## src/rtl/idc_pkg.sv

```systemverilog
package idc_pkg;
    localparam int IN_W      = 12;
    localparam int OUT_W     = 3;
    localparam int PAGE_W    = 2;
    localparam int USER_W    = 5;
    localparam int OFS_W     = 30;
    localparam int ADDR_W    = PAGE_W + OFS_W;
    localparam int FIRST_OID = 2;
    localparam int LAST_OID  = 7;
    localparam int NSLOT     = LAST_OID - FIRST_OID + 1;
    localparam int NCH       = 2;
    localparam logic [IN_W-1:0] DBG_ID = 12'h004;

    typedef struct packed {
        logic              fixed;
        logic [IN_W-1:0]   in_id;
        logic [PAGE_W-1:0] page;
        logic [USER_W-1:0] user;
    } slot_cfg_t;

    // Masters of the bridge class drive their own sideband value.
    function automatic logic is_bridge(input logic [IN_W-1:0] id);
        return !id[IN_W-1] && (id[2:0] == 3'd0);
    endfunction

    // Index of the lowest set bit, 0 when none.
    function automatic logic [OUT_W-1:0] first_set(input logic [NSLOT-1:0] v);
        logic [OUT_W-1:0] r;
        r = '0;
        for (int i = NSLOT - 1; i >= 0; i--)
            if (v[i]) r = OUT_W'(i);
        return r;
    endfunction
endpackage

```

## src/rtl/idc_slot.sv

```systemverilog
module idc_slot
    import idc_pkg::*;
#(
    parameter int OID   = 2,
    parameter int CNT_W = 4
) (
    input  logic              clk,
    input  logic              rst,
    input  logic              cfg_we,
    input  logic              cfg_fixed,
    input  logic [IN_W-1:0]   cfg_in_id,
    input  logic [PAGE_W-1:0] cfg_page,
    input  logic [USER_W-1:0] cfg_user,
    input  logic              inc,
    input  logic [IN_W-1:0]   inc_id,
    input  logic              dec,
    output slot_cfg_t         cfg_q,
    output logic [IN_W-1:0]   bound_id,
    output logic              busy,
    output logic              full
);
    localparam bit FIX_OK    = (OID != LAST_OID);
    localparam bit RST_FIXED = (OID == FIRST_OID);

    logic [CNT_W-1:0] cnt_q;

    always_ff @(posedge clk) begin
        if (rst) begin
            cfg_q.fixed <= RST_FIXED;
            cfg_q.in_id <= RST_FIXED ? DBG_ID : '0;
            cfg_q.page  <= '0;
            cfg_q.user  <= '0;
            cnt_q       <= '0;
            bound_id    <= '0;
        end else begin
            if (cfg_we) begin
                cfg_q.fixed <= FIX_OK && cfg_fixed;
                cfg_q.in_id <= cfg_in_id;
                cfg_q.page  <= cfg_page;
                cfg_q.user  <= cfg_user;
            end
            if (inc && !dec)
                cnt_q <= cnt_q + 1'b1;
            else if (!inc && dec && cnt_q != '0)
                cnt_q <= cnt_q - 1'b1;
            if (inc)
                bound_id <= inc_id;
        end
    end

    assign busy = (cnt_q != '0);
    assign full = (cnt_q == '1);

    p_no_overflow_r4: assert property (@(posedge clk) disable iff (rst)
        (inc && !dec) |-> !full);
    p_bind_hold_r4: assert property (@(posedge clk) disable iff (rst)
        (busy && !inc) |=> $stable(bound_id));
    p_release_r5: assert property (@(posedge clk) disable iff (rst)
        (dec && !inc && cnt_q == CNT_W'(1)) |=> !busy);
endmodule

```

## src/rtl/idc_channel.sv

```systemverilog
module idc_channel
    import idc_pkg::*;
#(
    parameter int CNT_W = 4
) (
    input  logic              clk,
    input  logic              rst,
    input  logic              cfg_we,
    input  logic              cfg_shared,
    input  logic [OUT_W-1:0]  cfg_oid,
    input  logic              cfg_fixed,
    input  logic [IN_W-1:0]   cfg_in_id,
    input  logic [PAGE_W-1:0] cfg_page,
    input  logic [USER_W-1:0] cfg_user,
    input  logic              req_valid,
    input  logic [IN_W-1:0]   req_id,
    input  logic [OFS_W-1:0]  req_ofs,
    input  logic [USER_W-1:0] req_user,
    output logic              req_ready,
    output logic              out_valid,
    input  logic              out_ready,
    output logic [OUT_W-1:0]  out_id,
    output logic [ADDR_W-1:0] out_addr,
    output logic [USER_W-1:0] out_user,
    input  logic              rsp_valid,
    input  logic [OUT_W-1:0]  rsp_id,
    input  logic              rsp_last,
    output logic [IN_W-1:0]   rsp_orig_id
);
    slot_cfg_t         cfg_q   [NSLOT];
    logic [IN_W-1:0]   bnd_q   [NSLOT];
    logic [NSLOT-1:0]  busy, full, fix_hit, bnd_hit, free_v, inc, dec;
    logic [PAGE_W-1:0] sh_page;
    logic [USER_W-1:0] sh_user;

    always_ff @(posedge clk) begin
        if (rst) begin
            sh_page <= '0;
            sh_user <= '0;
        end else if (cfg_we && cfg_shared) begin
            sh_page <= cfg_page;
            sh_user <= cfg_user;
        end
    end

    for (genvar i = 0; i < NSLOT; i++) begin : g_slot
        localparam logic [OUT_W-1:0] MY_OID = OUT_W'(FIRST_OID + i);
        idc_slot #(.OID(FIRST_OID + i), .CNT_W(CNT_W)) u_slot (
            .clk      (clk),
            .rst      (rst),
            .cfg_we   (cfg_we && !cfg_shared && cfg_oid == MY_OID),
            .cfg_fixed(cfg_fixed),
            .cfg_in_id(cfg_in_id),
            .cfg_page (cfg_page),
            .cfg_user (cfg_user),
            .inc      (inc[i]),
            .inc_id   (req_id),
            .dec      (dec[i]),
            .cfg_q    (cfg_q[i]),
            .bound_id (bnd_q[i]),
            .busy     (busy[i]),
            .full     (full[i])
        );
        assign fix_hit[i] = cfg_q[i].fixed && cfg_q[i].in_id == req_id;
        assign bnd_hit[i] = !cfg_q[i].fixed && busy[i] && bnd_q[i] == req_id;
        assign free_v[i]  = !cfg_q[i].fixed && !busy[i];
        assign dec[i]     = rsp_valid && rsp_last && rsp_id == MY_OID && !cfg_q[i].fixed;
    end

    logic [OUT_W-1:0] sel;
    logic             found, dyn;
    slot_cfg_t        sel_cfg;
    logic             sel_full;

    always_comb begin
        sel   = '0;
        found = 1'b0;
        dyn   = 1'b0;
        if (|fix_hit) begin
            sel   = first_set(fix_hit);
            found = 1'b1;
        end else if (|bnd_hit) begin
            sel   = first_set(bnd_hit);
            found = 1'b1;
            dyn   = 1'b1;
        end else if (|free_v) begin
            sel   = first_set(free_v);
            found = 1'b1;
            dyn   = 1'b1;
        end
        sel_cfg  = cfg_q[0];
        sel_full = full[0];
        for (int i = 0; i < NSLOT; i++)
            if (sel == OUT_W'(i)) begin
                sel_cfg  = cfg_q[i];
                sel_full = full[i];
            end
    end

    logic [PAGE_W-1:0] pg;
    assign pg        = dyn ? sh_page : sel_cfg.page;
    assign out_valid = req_valid && found && !(dyn && sel_full);
    assign req_ready = out_valid && out_ready;
    assign out_id    = sel + OUT_W'(FIRST_OID);
    assign out_addr  = {pg, req_ofs};
    assign out_user  = is_bridge(req_id) ? req_user : (dyn ? sh_user : sel_cfg.user);

    always_comb
        for (int i = 0; i < NSLOT; i++)
            inc[i] = req_ready && dyn && sel == OUT_W'(i);

    always_comb begin
        rsp_orig_id = '0;
        for (int i = 0; i < NSLOT; i++)
            if (rsp_id == OUT_W'(FIRST_OID + i))
                rsp_orig_id = cfg_q[i].fixed ? cfg_q[i].in_id : bnd_q[i];
    end

    p_no_reserved_r9: assert property (@(posedge clk) disable iff (rst)
        out_valid |-> out_id >= OUT_W'(FIRST_OID));
    p_single_bind_r3: assert property (@(posedge clk) disable iff (rst)
        $onehot0(inc));
    p_ready_gate_r6: assert property (@(posedge clk) disable iff (rst)
        req_ready |-> (out_ready && req_valid));
endmodule

```

## src/rtl/axi_id_compactor.sv

```systemverilog
module axi_id_compactor
    import idc_pkg::*;
#(
    parameter int CNT_W = 4
) (
    input  logic                          clk,
    input  logic                          rst,
    input  logic                          cfg_valid,
    input  logic                          cfg_chan,
    input  logic                          cfg_shared,
    input  logic [OUT_W-1:0]              cfg_oid,
    input  logic                          cfg_fixed,
    input  logic [IN_W-1:0]               cfg_in_id,
    input  logic [PAGE_W-1:0]             cfg_page,
    input  logic [USER_W-1:0]             cfg_user,
    input  logic [NCH-1:0]                req_valid,
    input  logic [NCH-1:0][IN_W-1:0]      req_id,
    input  logic [NCH-1:0][OFS_W-1:0]     req_ofs,
    input  logic [NCH-1:0][USER_W-1:0]    req_user,
    output logic [NCH-1:0]                req_ready,
    output logic [NCH-1:0]                out_valid,
    input  logic [NCH-1:0]                out_ready,
    output logic [NCH-1:0][OUT_W-1:0]     out_id,
    output logic [NCH-1:0][ADDR_W-1:0]    out_addr,
    output logic [NCH-1:0][USER_W-1:0]    out_user,
    input  logic [NCH-1:0]                rsp_valid,
    input  logic [NCH-1:0][OUT_W-1:0]     rsp_id,
    input  logic [NCH-1:0]                rsp_last,
    output logic [NCH-1:0][IN_W-1:0]      rsp_orig_id
);
    for (genvar c = 0; c < NCH; c++) begin : g_ch
        idc_channel #(.CNT_W(CNT_W)) u_ch (
            .clk        (clk),
            .rst        (rst),
            .cfg_we     (cfg_valid && cfg_chan == 1'(c)),
            .cfg_shared (cfg_shared),
            .cfg_oid    (cfg_oid),
            .cfg_fixed  (cfg_fixed),
            .cfg_in_id  (cfg_in_id),
            .cfg_page   (cfg_page),
            .cfg_user   (cfg_user),
            .req_valid  (req_valid[c]),
            .req_id     (req_id[c]),
            .req_ofs    (req_ofs[c]),
            .req_user   (req_user[c]),
            .req_ready  (req_ready[c]),
            .out_valid  (out_valid[c]),
            .out_ready  (out_ready[c]),
            .out_id     (out_id[c]),
            .out_addr   (out_addr[c]),
            .out_user   (out_user[c]),
            .rsp_valid  (rsp_valid[c]),
            .rsp_id     (rsp_id[c]),
            .rsp_last   (rsp_last[c]),
            .rsp_orig_id(rsp_orig_id[c])
        );
    end
endmodule

```

## config.mk

```make
export PLATFORM = sky130hd
export DESIGN_NAME = axi_id_compactor
export DESIGN_NICKNAME = d
export VERILOG_FILES = /design/src/rtl/idc_pkg.sv /design/src/rtl/idc_slot.sv /design/src/rtl/idc_channel.sv /design/src/rtl/axi_id_compactor.sv
export SDC_FILE = /design/constraint.sdc
export NUM_CORES = 1
export LEC_CHECK = 0
export ABC_AREA = 0
export ABC_CLOCK_PERIOD_IN_PS = 11740
export BUFFER_PORTS_ARGS = -buffer_cell sky130_fd_sc_hd__buf_2
export CAP_MARGIN = 15
export CELL_PAD_IN_SITES_DETAIL_PLACEMENT = 1
export CELL_PAD_IN_SITES_GLOBAL_PLACEMENT = 1
export CORE_ASPECT_RATIO = 1.75
export CORE_MARGIN = 10
export CORE_UTILIZATION = 48
export DETAILED_ROUTE_END_ITERATION = 6
export HOLD_SLACK_MARGIN = 0.02
export PLACE_DENSITY = 0.92
export SLEW_MARGIN = 0
export SYNTH_ARGS = -nofsm -noshare
export SYNTH_HDL_FRONTEND = slang
export SYNTH_SLANG_ARGS = --single-unit
```

## constraint.sdc

```tcl
create_clock -name clk -period 11.74 [get_ports clk]
set_clock_uncertainty 0.15 [all_clocks]
set_input_delay 1.174 -clock clk [delete_from_list [all_inputs] [get_ports clk]]
set_output_delay 1.174 -clock clk [all_outputs]
set_load 0.1 [all_outputs]
```

==> flow_summary_export.csv, run 1 <==
group,metric,value,unit
grt,grt_pass1_vias,23500,
status,status,"finished clean",
timing,tns,0,ns
die,rows,107,
die,die_w,188,um
route,vias_per_cell,6.09,
route,dr.first_iter.drc_count,1133,
cells_and_area,fin_nets,3036,
clock_tree,ctsHoldBuffers,0,
grt,grt_pass1_wl,140000,um
route,wl,92800,um
synthesis,synth.distinct_cells,84,
clock_tree,clkLatencyLatePin,0.58,ns
timing,tightest_slew,1.21,ns
synthesis,synth_nets,3141,
timing,max_freq,138,MHz
synthesis,netlist_area,0.0237,mm^2
job,drv_cap,0,
route,final_antenna_net_count,0,
critical_path,critPathArrivalTime,5.90,ns
grt,antenna_found_initial,4,
synthesis,synth_top_area_cell,"dfxtp_1",
synthesis,ys_seq_elements,406,
clock_tree,cts_num_sinks,406,
timing,fin_crit,7.23,ns
timing,relSlewSlack,19.4,%
synthesis,netlist_instances,2969,
clock_tree,cts_tree,"built",
timing,maxSlewViolCount,0,
route,vias,21600,
place,io_buffers,123,
route,drc_errors,0,
place,place_hpwl,68300,um
timing,setup_viol,0,
synthesis,synth_edf_count,0,
timing,hold_viol_final,0,
synthesis,async_flop_share,0,%
pwr,leakage,9.35,nW
synthesis,yosysTopAreaCellShare,34.2,%
synthesis,yosys-top-cells-area,"dfxtp_1 (34%), mux2i_1 (11%), nand2_1 (9.2%)",
route,dr.pass1.iters,5,
grt,grt_max_degree,217,
critical_path,crit_path_end_kind,"output port",
die,start_util,48.6,%
synthesis,ys.flop_type,"dfxtp_1",
cells_and_area,n_fill_cell,5851,
clock_tree,cts-root-buf,"clkbuf_16",
cells_and_area,drive_gt1_share,9.86,%
die,dieArea,0.0591,mm^2
die,ios,244,
pwr,power_density,193,mW/mm^2
critical_path,worst-path-max-fanout,22,
route,routedWlPerCell,26.1,um
timing,whs,0.306,ns
die,die_h,314,um
grt,track_usage,30.3,%
timing,post-route-period-util,61.6,%
cells_and_area,syn2layout_area_growth,6.94,%
clock_tree,postCtsSetupBuffers,0,
synthesis,synth_warnings,0,
worst_hold_path,hold_path.class,"reg2reg",
pwr,peakVddDrop,194,uV
synthesis,seq_area_frac_synth,34.2,%
critical_path,critPathRequiredTime,10.42,ns
place,gp_congestion,1.00,
grt,gr-total-overflow,0,
timing,rsz0062_at_grt,"no",
clock_tree,ctsHtreeMaxLevel,2,
critical_path,cp-start-kind,"input pin",
synthesis,avgSynthCellArea,8.00,um^2
die,core_area,0.0489,mm^2
clock_tree,clock_path_buffers,3,
critical_path,path_class,"in2out",
clock_tree,cts_made_buffers,40,
clock_tree,clkTransAtPathRegs,0.06,ns
clock_tree,cts_resized,0,
cell usage after synthesis, types with 3 or more instances:
library cell,instances
nand2_1,581
and4_1,11
or4_4,3
o211ai_1,3
a211o_1,8
or2_2,4
o21a_1,3
nor4_2,4
mux2i_1,257
clkbuf_1,155
nand4_1,51
o22ai_1,50
nor3b_1,10
inv_1,21
ha_1,24
or3_1,12
o211a_1,3
and2_1,7
xnor2_1,180
a211oi_1,10
buf_4,76
buf_2,49
a22o_1,5
and3_1,5
a21o_1,17
o32ai_1,3
mux2_2,17
nor2_1,220
nor3_1,44
a21oi_1,322
xor2_1,110
fa_1,12
nor2b_1,23
o21ai_0,61
nand2b_1,10
or3b_2,3
nand3b_1,9
buf_1,13
nand3_1,39
dfxtp_1,406
or4_1,11
nor4_1,60
buf_6,5
worst max-delay path, cell delays in order:
cell      delay [ns]
buf_2           0.25
xnor2_1         0.44
nand4_1         0.29
nor4_1          1.04
nor2b_1         0.23
nor2_1          0.05
nor2_1          0.28
nor2_1          0.19
inv_1           0.60
nand3b_1        0.15
a311o_1         0.38
a221oi_1        0.41
nor3b_1         0.09
buf_2           0.31
sequential cells by signal (all words and copies together) (netlist names):
signal / cells
g_ch.u_ch.g_slot.u_slot.cnt_q: 48
g_ch.u_ch.sh_user: 10
g_ch.u_ch.g_slot.u_slot.bound_id: 144
g_ch.u_ch.g_slot.u_slot.cfg_q: 200
g_ch.u_ch.sh_page: 4
cell families after synthesis:
group / share of synthesized area (%)
buffers and inverters: 6.68
muxes: 11.8
and+or+nand+nor: 21.5
adders and majority gates: 2.28
xor gates and xnor gates: 10.7
DFF: 34.2
AOI/OAI and AO/OA: 12.8
metrics by stage:
stage	utilization (%)	worst slack [ns]	total power [mW]	instances	cell area [um^2]
2_1_floorplan	-	3.67	3.14	2969	23700
3_3_place_gp	49.1	4.46	3.44	3474	24000
3_5_place_dp	49.1	4.28	3.53	3474	24000
4_1_cts	51.9	4.70	4.89	3543	25400
5_1_grt	51.9	4.38	5.11	3546	25400
6_report	51.9	4.51	4.90	3549	25400
cell usage in the layout, fill, tap and decap left out, types with 42 or more instances in the layout:
| cell | count |
|---|---|
| xnor2_1 | 180 |
| nor2_1 | 216 |
| mux2i_1 | 257 |
| a21oi_1 | 322 |
| buf_2 | 122 |
| o21ai_0 | 61 |
| nand4_1 | 51 |
| xor2_1 | 110 |
| nor4_1 | 53 |
| nor3_1 | 42 |
| o22ai_1 | 50 |
| dfxtp_1 | 406 |
| nand2_1 | 581 |
worst paths after layout:
path | from | endpoint | slack [ns] | depth (start not counted)
max | req_id[12] | req_ready[1] | 4.51 | 14
min | g_ch[0].u_ch.g_slot[2].u_slot.cfg_q[2] | g_ch[0].u_ch.g_slot[2].u_slot.cfg_q[2] | 0.31 | 2
min reg2reg | g_ch[0].u_ch.g_slot[2].u_slot.cfg_q[2] | g_ch[0].u_ch.g_slot[2].u_slot.cfg_q[2] | 0.31 | 2
max reg2reg | g_ch[0].u_ch.g_slot[3].u_slot.cnt_q[0] | g_ch[0].u_ch.g_slot[4].u_slot.cnt_q[3] | 5.21 | 17
per-layer routing:
metal,GRT usage (%),wire (um),share of wire (%)
met5,0,23,0.025
met4,27.5,9160,9.9
met2,55.5,47700,51
met3,4.53,4570,4.9
met1,28.5,31300,34
report_power, final:
part / switching [mW] / leakage (nW) / internal, mW / total, mW
Sequential: 0.136 / 3.28 / 1.48 / 1.62
Combinational: 1.36 / 5.40 / 0.556 / 1.92
Clock: 0.591 / 0.671 / 0.776 / 1.37
Total: 2.09 / 9.35 / 2.82 / 4.90
cell type report:
cell class,count,area [um^2],share of cell area (%)
well taps,654,818,3.22
repair buffers,151,852,3.36
clock inverters,14,166,0.656
diodes,4,10.0,0.0394
clock buffers,55,1190,4.68
flip-flops and latches,406,8130,32.0
multi-input cells,2243,14100,55.7
inverters,22,82.6,0.325
No activity file was read; power rests on OpenSTA's default activity.
==> inputs of run 2 (changes only) <==
ABC_AREA = 1   (was 0)
ABC_CLOCK_PERIOD_IN_PS = 6750   (was 11740)
CORE_UTILIZATION = 42   (was 48)
PLACE_DENSITY = 0.86   (was 0.92)
clock period = 6.75 ns   (was 11.74 ns; I/O delays follow)
==> run 2 against run 1 <==
Sequential cell count unchanged. Synthesized cell count increased by 34%. Design area increased by 6.7%. Hold slack got worse by 0.015 ns. Clock power increased by 77%. Die area increased by 19%. Clock-buffer cell count increased by 1. Sequential share of layout area decreased by 2.0 points. Critical endpoint is now out_user[7]. Final cell count increased by 33%. Critical path depth increased by 8. Largest cell class unchanged.
==> flow_summary_export.csv, run 2 <==
group,metric,value,unit
status,status,"finished clean",
critical_path,crit_chain,"buf_2 -> inv_2 -> o22ai_1 -> nor3_1 -> nand3_1 -> nor2_1 -> inv_1 -> nand2_1 -> nor2_1 -> nand2_2 -> nand2_4 -> inv_2 -> nor2_1 -> buf_4 -> inv_1 -> o221ai_1 -> o211ai_1 -> o21ai_0 -> o21ai_0 -> o211ai_1 -> o21ai_0 -> buf_2",
synthesis,avgSynthCellArea,6.33,um^2
cells_and_area,drive_gt1_share,8.71,%
clock_tree,ctsHoldBuffers,0,
pwr,power_density,296,mW/mm^2
critical_path,path_depth,22,
cells_and_area,seq_area,0.00813,mm^2
cells_and_area,reg_top3,"g_ch.u_ch.g_slot.u_slot.cfg_q: 200 flops, g_ch.u_ch.g_slot.u_slot.bound_id: 144 flops, g_ch.u_ch.g_slot.u_slot.cnt_q: 48 flops",
timing,hold_viol_final,0,
synthesis,netlist_instances,3969,
cells_and_area,multi_input_area,0.0141,mm^2
die,core_area,0.0592,mm^2
grt,grt_max_degree,150,
timing,post-route-period-util,87.4,%
grt,gr-total-overflow,0,
critical_path,r2r_cells,33,
route,met2_length,56400,um
synthesis,netlist_area,0.0251,mm^2
grt,grt_pass1_wl,170000,um
worst_hold_path,worstHoldPathCells,2,
clock_tree,cts_num_sinks,406,
clock_tree,clkLatencyLatePin,0.61,ns
critical_path,crit_family,"buffers and inverters",
synthesis,synth.distinct_cells,53,
timing,setup_viol,0,
cells_and_area,regMostFlops,"g_ch.u_ch.g_slot.u_slot.cfg_q",
synthesis,synth_most_common_cell,"nand2_1",
route,wl,114000,um
pwr,power,8.01,mW
route,dr_wl_met3,6290,um
cells_and_area,fin_nets,4089,
clock_tree,clock_path_buffers,3,
place,place_hpwl,83300,um
route,dr.pass1.iters,5,
place,dp_slack,0.863,ns
synthesis,synth_nets,4141,
route,highest_layer,"met4",
critical_path,crit_path_end_kind,"output port",
cells_and_area,syn2layout_area_growth,7.90,%
timing,fin_ws,0.853,ns
synthesis,async_flop_share,0,%
place,gp_congestion,1.03,
die,die_h,343,um
synthesis,seq_area_frac_synth,32.4,%
grt,track_usage,31.5,%
route,final_antenna_net_count,0,
cells_and_area,largest_register_ffs,200,
route,vias_per_cell,5.88,
synthesis,synth_warnings,0,
cells_and_area,mostFrequentLayoutCell,"nand2_1",
critical_path,crit_buf_inv,7,
synthesis,ys_seq_elements,406,
clock_tree,cts_made_buffers,41,
synthesis,yosysTopAreaCellShare,32.4,%
timing,tns,0,ns
critical_path,slowest_stage,"nor2_1",
critical_path,cp-start-kind,"input pin",
cells_and_area,final_util,45.8,%
die,rows,118,
grt,antenna_found_initial,2,
timing,tightest_slew,1.19,ns
die,start_util,42.4,%
route,met1_length,39600,um
pwr,leakage,11.6,nW
critical_path,path_class,"in2out",
cells_and_area,layout_common_cells,"nand2_1 (865), nor2_1 (564), o21ai_0 (510)",
timing,fin_crit,5.90,ns
cells_and_area,final_cells,4731,
critical_path,slowest_delay,0.60,ns
timing,max_freq,170,MHz
synthesis,synth_edf_count,0,
route,routedWlPerCell,24.0,um
critical_path,worst-path-max-fanout,19,
clock_tree,cts_resized,0,
clock_tree,cts-root-buf,"clkbuf_16",
route,drc_errors,0,
critical_path,critPathRequiredTime,5.92,ns
die,ios,244,
clock_tree,cts_tree,"built",
synthesis,ys.flop_type,"dfxtp_1",
cells_and_area,n_fill_cell,8076,
job,drv_cap,0,
place,dp.cells,4654,
critical_path,critPathArrivalTime,5.07,ns
route,vias,27800,
timing,relSlewSlack,19.8,%
route,dr.first_iter.drc_count,1729,
die,dieArea,0.0703,mm^2
die,die_w,205,um
synthesis,synth_top_area_cell,"dfxtp_1",
grt,grt_pass1_vias,28800,
place,io_buffers,123,
pwr,peakVddDrop,318,uV
synthesis,synthTopCellsByCount,"nand2_1 (865), nor2_1 (566), o21ai_0 (510), dfxtp_1 (406), inv_1 (337)",
clock_tree,ctsHtreeMaxLevel,2,
clock_tree,postCtsSetupBuffers,0,
timing,rsz0062_at_grt,"no",
worst_hold_path,hold_path.class,"in2reg",
clock_tree,clkTransAtPathRegs,0.06,ns
synthesis,yosys-top-cells-area,"dfxtp_1 (32%), nand2_1 (13%), o21ai_0 (10%)",
timing,maxSlewViolCount,0,
run 2: cell types whose count changed after synthesis, moves of 54 or more:
cell / change
inv_1: +316
mux2i_1: -256
nand2_1: +284
nand3_1: +100
nor2_1: +346
o211ai_1: +54
o21ai_0: +449
xnor2_1: -131
xor2_1: -84
run 2: layer usage:
| metal | global-route usage (%) | vias to the layer above |
|---|---|---|
| met5 | 0 | - |
| met4 | 28.0 | 0 |
| met3 | 4.49 | 529 |
| met2 | 56.5 | 1102 |
| met1 | 31.0 | 13300 |
| li1 | - | 12800 |
run 2: stage by stage:
step	hold slack (ns)	instance area, um^2
6_report	0.292	27100
5_1_grt	0.299	27100
4_1_cts	0.279	27100
3_5_place_dp	0.292	25700
3_3_place_gp	0.283	25700
2_1_floorplan	0.274	25100
run 2: logic make-up after synthesis:
kind of cell	synth area share (%)
xor gates and xnor gates	2.62
AOI/OAI and AO/OA	21.1
muxes	0.0399
DFF	32.4
adders and majority gates	2.15
buffers and inverters	11.5
and+or+nand+nor	30.3
run 2: where the power goes:
part,leakage (nW),internal [mW],switching (mW)
logic,7.68,0.717,2.03
registers,3.28,2.62,0.213
clock network,0.676,1.32,1.10
total,11.6,4.66,3.35
run 2: final timing paths:
check | start | endpoint | slack (ns)
worst max-delay path | req_id[12] | out_user[7] | 0.85
worst min-delay path | rst | g_ch[1].u_ch.g_slot[4].u_slot.cnt_q[1] | 0.29
worst max register to register | g_ch[0].u_ch.g_slot[4].u_slot.cnt_q[1] | g_ch[0].u_ch.g_slot[0].u_slot.cnt_q[3] | 1.28
worst min register to register | g_ch[0].u_ch.sh_user[0] | g_ch[0].u_ch.sh_user[0] | 0.30
run 2: area by class of cell:
type,count,share of cell area (%)
Antenna cell,1,0.00924
Clock buffer,56,4.41
Clock inverter,20,0.610
Inverter,380,5.31
Multi-Input combinational cell,2902,52.0
Sequential cell,406,30.0
Tap cell,780,3.60
Timing Repair Buffer,186,4.02
==> inputs of run 3 (changes only) <==
ABC_AREA = unset   (was 1)
CORE_UTILIZATION = 45   (was 42)
PLACE_DENSITY = 0.87   (was 0.86)
==> run 3 against run 2 <==
Sequential share of layout area increased by 1.6 points. Sequential power about the same. Sequential cell count stayed put. Critical path type unchanged. Maximum frequency rose by 0.74%. Largest power group is now combinational logic. First-iteration DRC count decreased by 20%. Hold slack improved by 0.018 ns.
==> flow_summary_export.csv, run 3 (synthesis results as in run 1) <==
group,metric,value,unit
timing,tightest_slew,1.20,ns
critical_path,worst-path-max-fanout,17,
cells_and_area,reg_top3,"g_ch.u_ch.g_slot.u_slot.cfg_q: 200 flops, g_ch.u_ch.g_slot.u_slot.bound_id: 144 flops, g_ch.u_ch.g_slot.u_slot.cnt_q: 48 flops",
die,dieArea,0.0627,mm^2
grt,grt_pass1_wl,142000,um
grt,antenna_found_initial,2,
cells_and_area,mostFrequentLayoutCell,"nand2_1",
route,vias_per_cell,6.07,
cells_and_area,layout_common_cells,"nand2_1 (581), dfxtp_1 (406), a21oi_1 (322)",
place,place_hpwl,70000,um
worst_hold_path,hold_path.class,"reg2reg",
critical_path,critPathArrivalTime,5.03,ns
timing,max_freq,171,MHz
pwr,leakage,9.52,nW
cells_and_area,syn2layout_area_growth,8.29,%
die,core_area,0.0524,mm^2
critical_path,crit_chain,"buf_2 -> xnor2_1 -> nand4_1 -> nor4_1 -> nor4_1 -> o211a_4 -> a21oi_1 -> mux2_2 -> o21ai_0 -> o21ai_0 -> a22o_1 -> buf_2",
critical_path,path_class,"in2out",
clock_tree,clock_path_buffers,3,
timing,relSlewSlack,20.1,%
cells_and_area,multi_input_area,0.0141,mm^2
clock_tree,cts_resized,0,
clock_tree,cts-root-buf,"clkbuf_16",
clock_tree,clkTransAtPathRegs,0.06,ns
grt,gr-total-overflow,0,
critical_path,reg2reg_from,"g_ch[0].u_ch.g_slot[4].u_slot.cnt_q[0]",
timing,hold_viol_final,0,
die,rows,111,
route,final_antenna_net_count,0,
pwr,power_density,340,mW/mm^2
clock_tree,ctsHoldBuffers,0,
route,dr.pass1.iters,5,
timing,post-route-period-util,86.7,%
clock_tree,cts_tree,"built",
timing,setup_viol,0,
timing,rsz0062_at_grt,"no",
cells_and_area,fin_nets,3070,
cells_and_area,drive_gt1_share,10.9,%
critical_path,cp-start-kind,"input pin",
timing,whs,0.310,ns
critical_path,crit_path_end_kind,"output port",
route,wl,95000,um
timing,tns,0,ns
clock_tree,clkLatencyLatePin,0.56,ns
worst_hold_path,worstHoldPathCells,2,
cells_and_area,seq_area,0.00813,mm^2
worst_hold_path,holdPathEnd,"g_ch[0].u_ch.g_slot[3].u_slot.cfg_q[4]",
job,drv_cap,0,
status,status,"finished clean",
die,die_h,324,um
critical_path,crit_family,"compound AO/OA/AOI/OAI gates",
critical_path,r2r_setup_slack,1.02,ns
clock_tree,ctsHtreeMaxLevel,2,
die,start_util,45.3,%
critical_path,reg2reg_to,"g_ch[0].u_ch.g_slot[2].u_slot.cnt_q[3]",
place,io_buffers,123,
route,dr.first_iter.drc_count,1388,
grt,track_usage,28.9,%
critical_path,critPathRequiredTime,5.92,ns
pwr,peakVddDrop,280,uV
die,ios,244,
cells_and_area,n_fill_cell,6317,
worst_hold_path,min-delay-start,"g_ch[0].u_ch.g_slot[3].u_slot.cfg_q[4]",
critical_path,crit_buf_inv,2,
place,gp_congestion,1.02,
route,vias,21900,
clock_tree,postCtsSetupBuffers,0,
route,routedWlPerCell,26.3,um
route,drc_errors,0,
clock_tree,cts_made_buffers,41,
timing,fin_crit,5.85,ns
critical_path,slowest_stage,"a21oi_1",
critical_path,slowest_delay,0.69,ns
cells_and_area,largest_register_ffs,200,
critical_path,r2r_cells,17,
grt,grt_pass1_vias,24000,
clock_tree,cts_num_sinks,406,
die,die_w,194,um
grt,grt_max_degree,216,
cells_and_area,regMostFlops,"g_ch.u_ch.g_slot.u_slot.cfg_q",
timing,maxSlewViolCount,0,
==> run 3: changes by cell type in the layout (fill, tap and decap cells not counted), sizes merged, moves of 21 or more <==
cell,change
o21ai,-462
nor2,-360
inv,-346
nand2,-305
mux2i,+256
xnor2,+131
nand3,-104
xor2,+84
o211ai,-53
nor4,+44
o22ai,+43
nor3,-25
nor2b,+23
a31oi,-21
==> run 3: layer usage <==
layer	share of wire, %	GRT usage [%]	up-vias
li1	-	-	9926
met1	34	26.7	10800
met2	53	54.9	794
met3	4.1	3.42	413
met4	9.1	25.2	2
met5	0.0074	0	-
==> run 3: stage by stage <==
stage	instances	instance area (um^2)	power (mW)	setup WS [ns]	utilization, %
floorplan	2969	23700	5.46	0.431	-
global placement	3530	24300	6.13	0.769	46.3
detailed placement	3530	24300	6.27	0.688	46.3
CTS	3606	25700	8.71	0.976	49.0
global route	3610	25700	9.07	0.729	49.1
finish	3611	25700	8.73	0.897	49.1
==> run 3: layout make-up <==
cell class / instances / area share (%)
Sequential cell: 406 / 31.6
Inverter: 22 / 0.321
Tap cell: 678 / 3.30
Multi-Input combinational cell: 2243 / 54.9
Clock inverter: 18 / 0.740
Antenna cell: 2 / 0.0195
Clock buffer: 58 / 4.76
Timing Repair Buffer: 184 / 4.31
==> run 3: worst reg2reg max path: stages, from the launching register on <==
cell	delay, ns
dfxtp_1	0.38
nor4_2	0.86
nor4_1	0.16
nand4_1	0.29
nand3_1	0.16
a311oi_2	0.43
buf_4	0.32
nand2_1	0.08
and3_1	0.19
o311a_4	0.52
nor2_4	0.46
nand2_1	0.23
ha_1	0.35
a21o_1	0.19
a21oi_1	0.21
nor2_1	0.08
a21oi_1	0.22
mux2_2	0.36
==> run 3: report_power, final <==
part	switching, mW	leakage [nW]	total (mW)	internal, mW
registers	0.243	3.28	2.82	2.58
clock network	1.05	0.689	2.44	1.39
logic	2.43	5.55	3.47	1.04
total	3.72	9.52	8.73	5.01
==> run 3: worst max path at each step <==
stage	from	endpoint	slack [ns]	cells after the start
2_1_floorplan	req_id[17]	out_user[5]	0.43	15
4_1_cts	g_ch[1].u_ch.g_slot[4].u_slot.cfg_q[19]	out_user[6]	0.98	11
3_5_place_dp	req_id[11]	g_ch[0].u_ch.g_slot[2].u_slot.cnt_q[3]	0.69	18
3_3_place_gp	req_id[10]	g_ch[0].u_ch.g_slot[2].u_slot.cnt_q[3]	0.77	17
6_report	req_id[6]	out_user[3]	0.90	12
5_1_grt	req_id[7]	out_user[3]	0.73	13
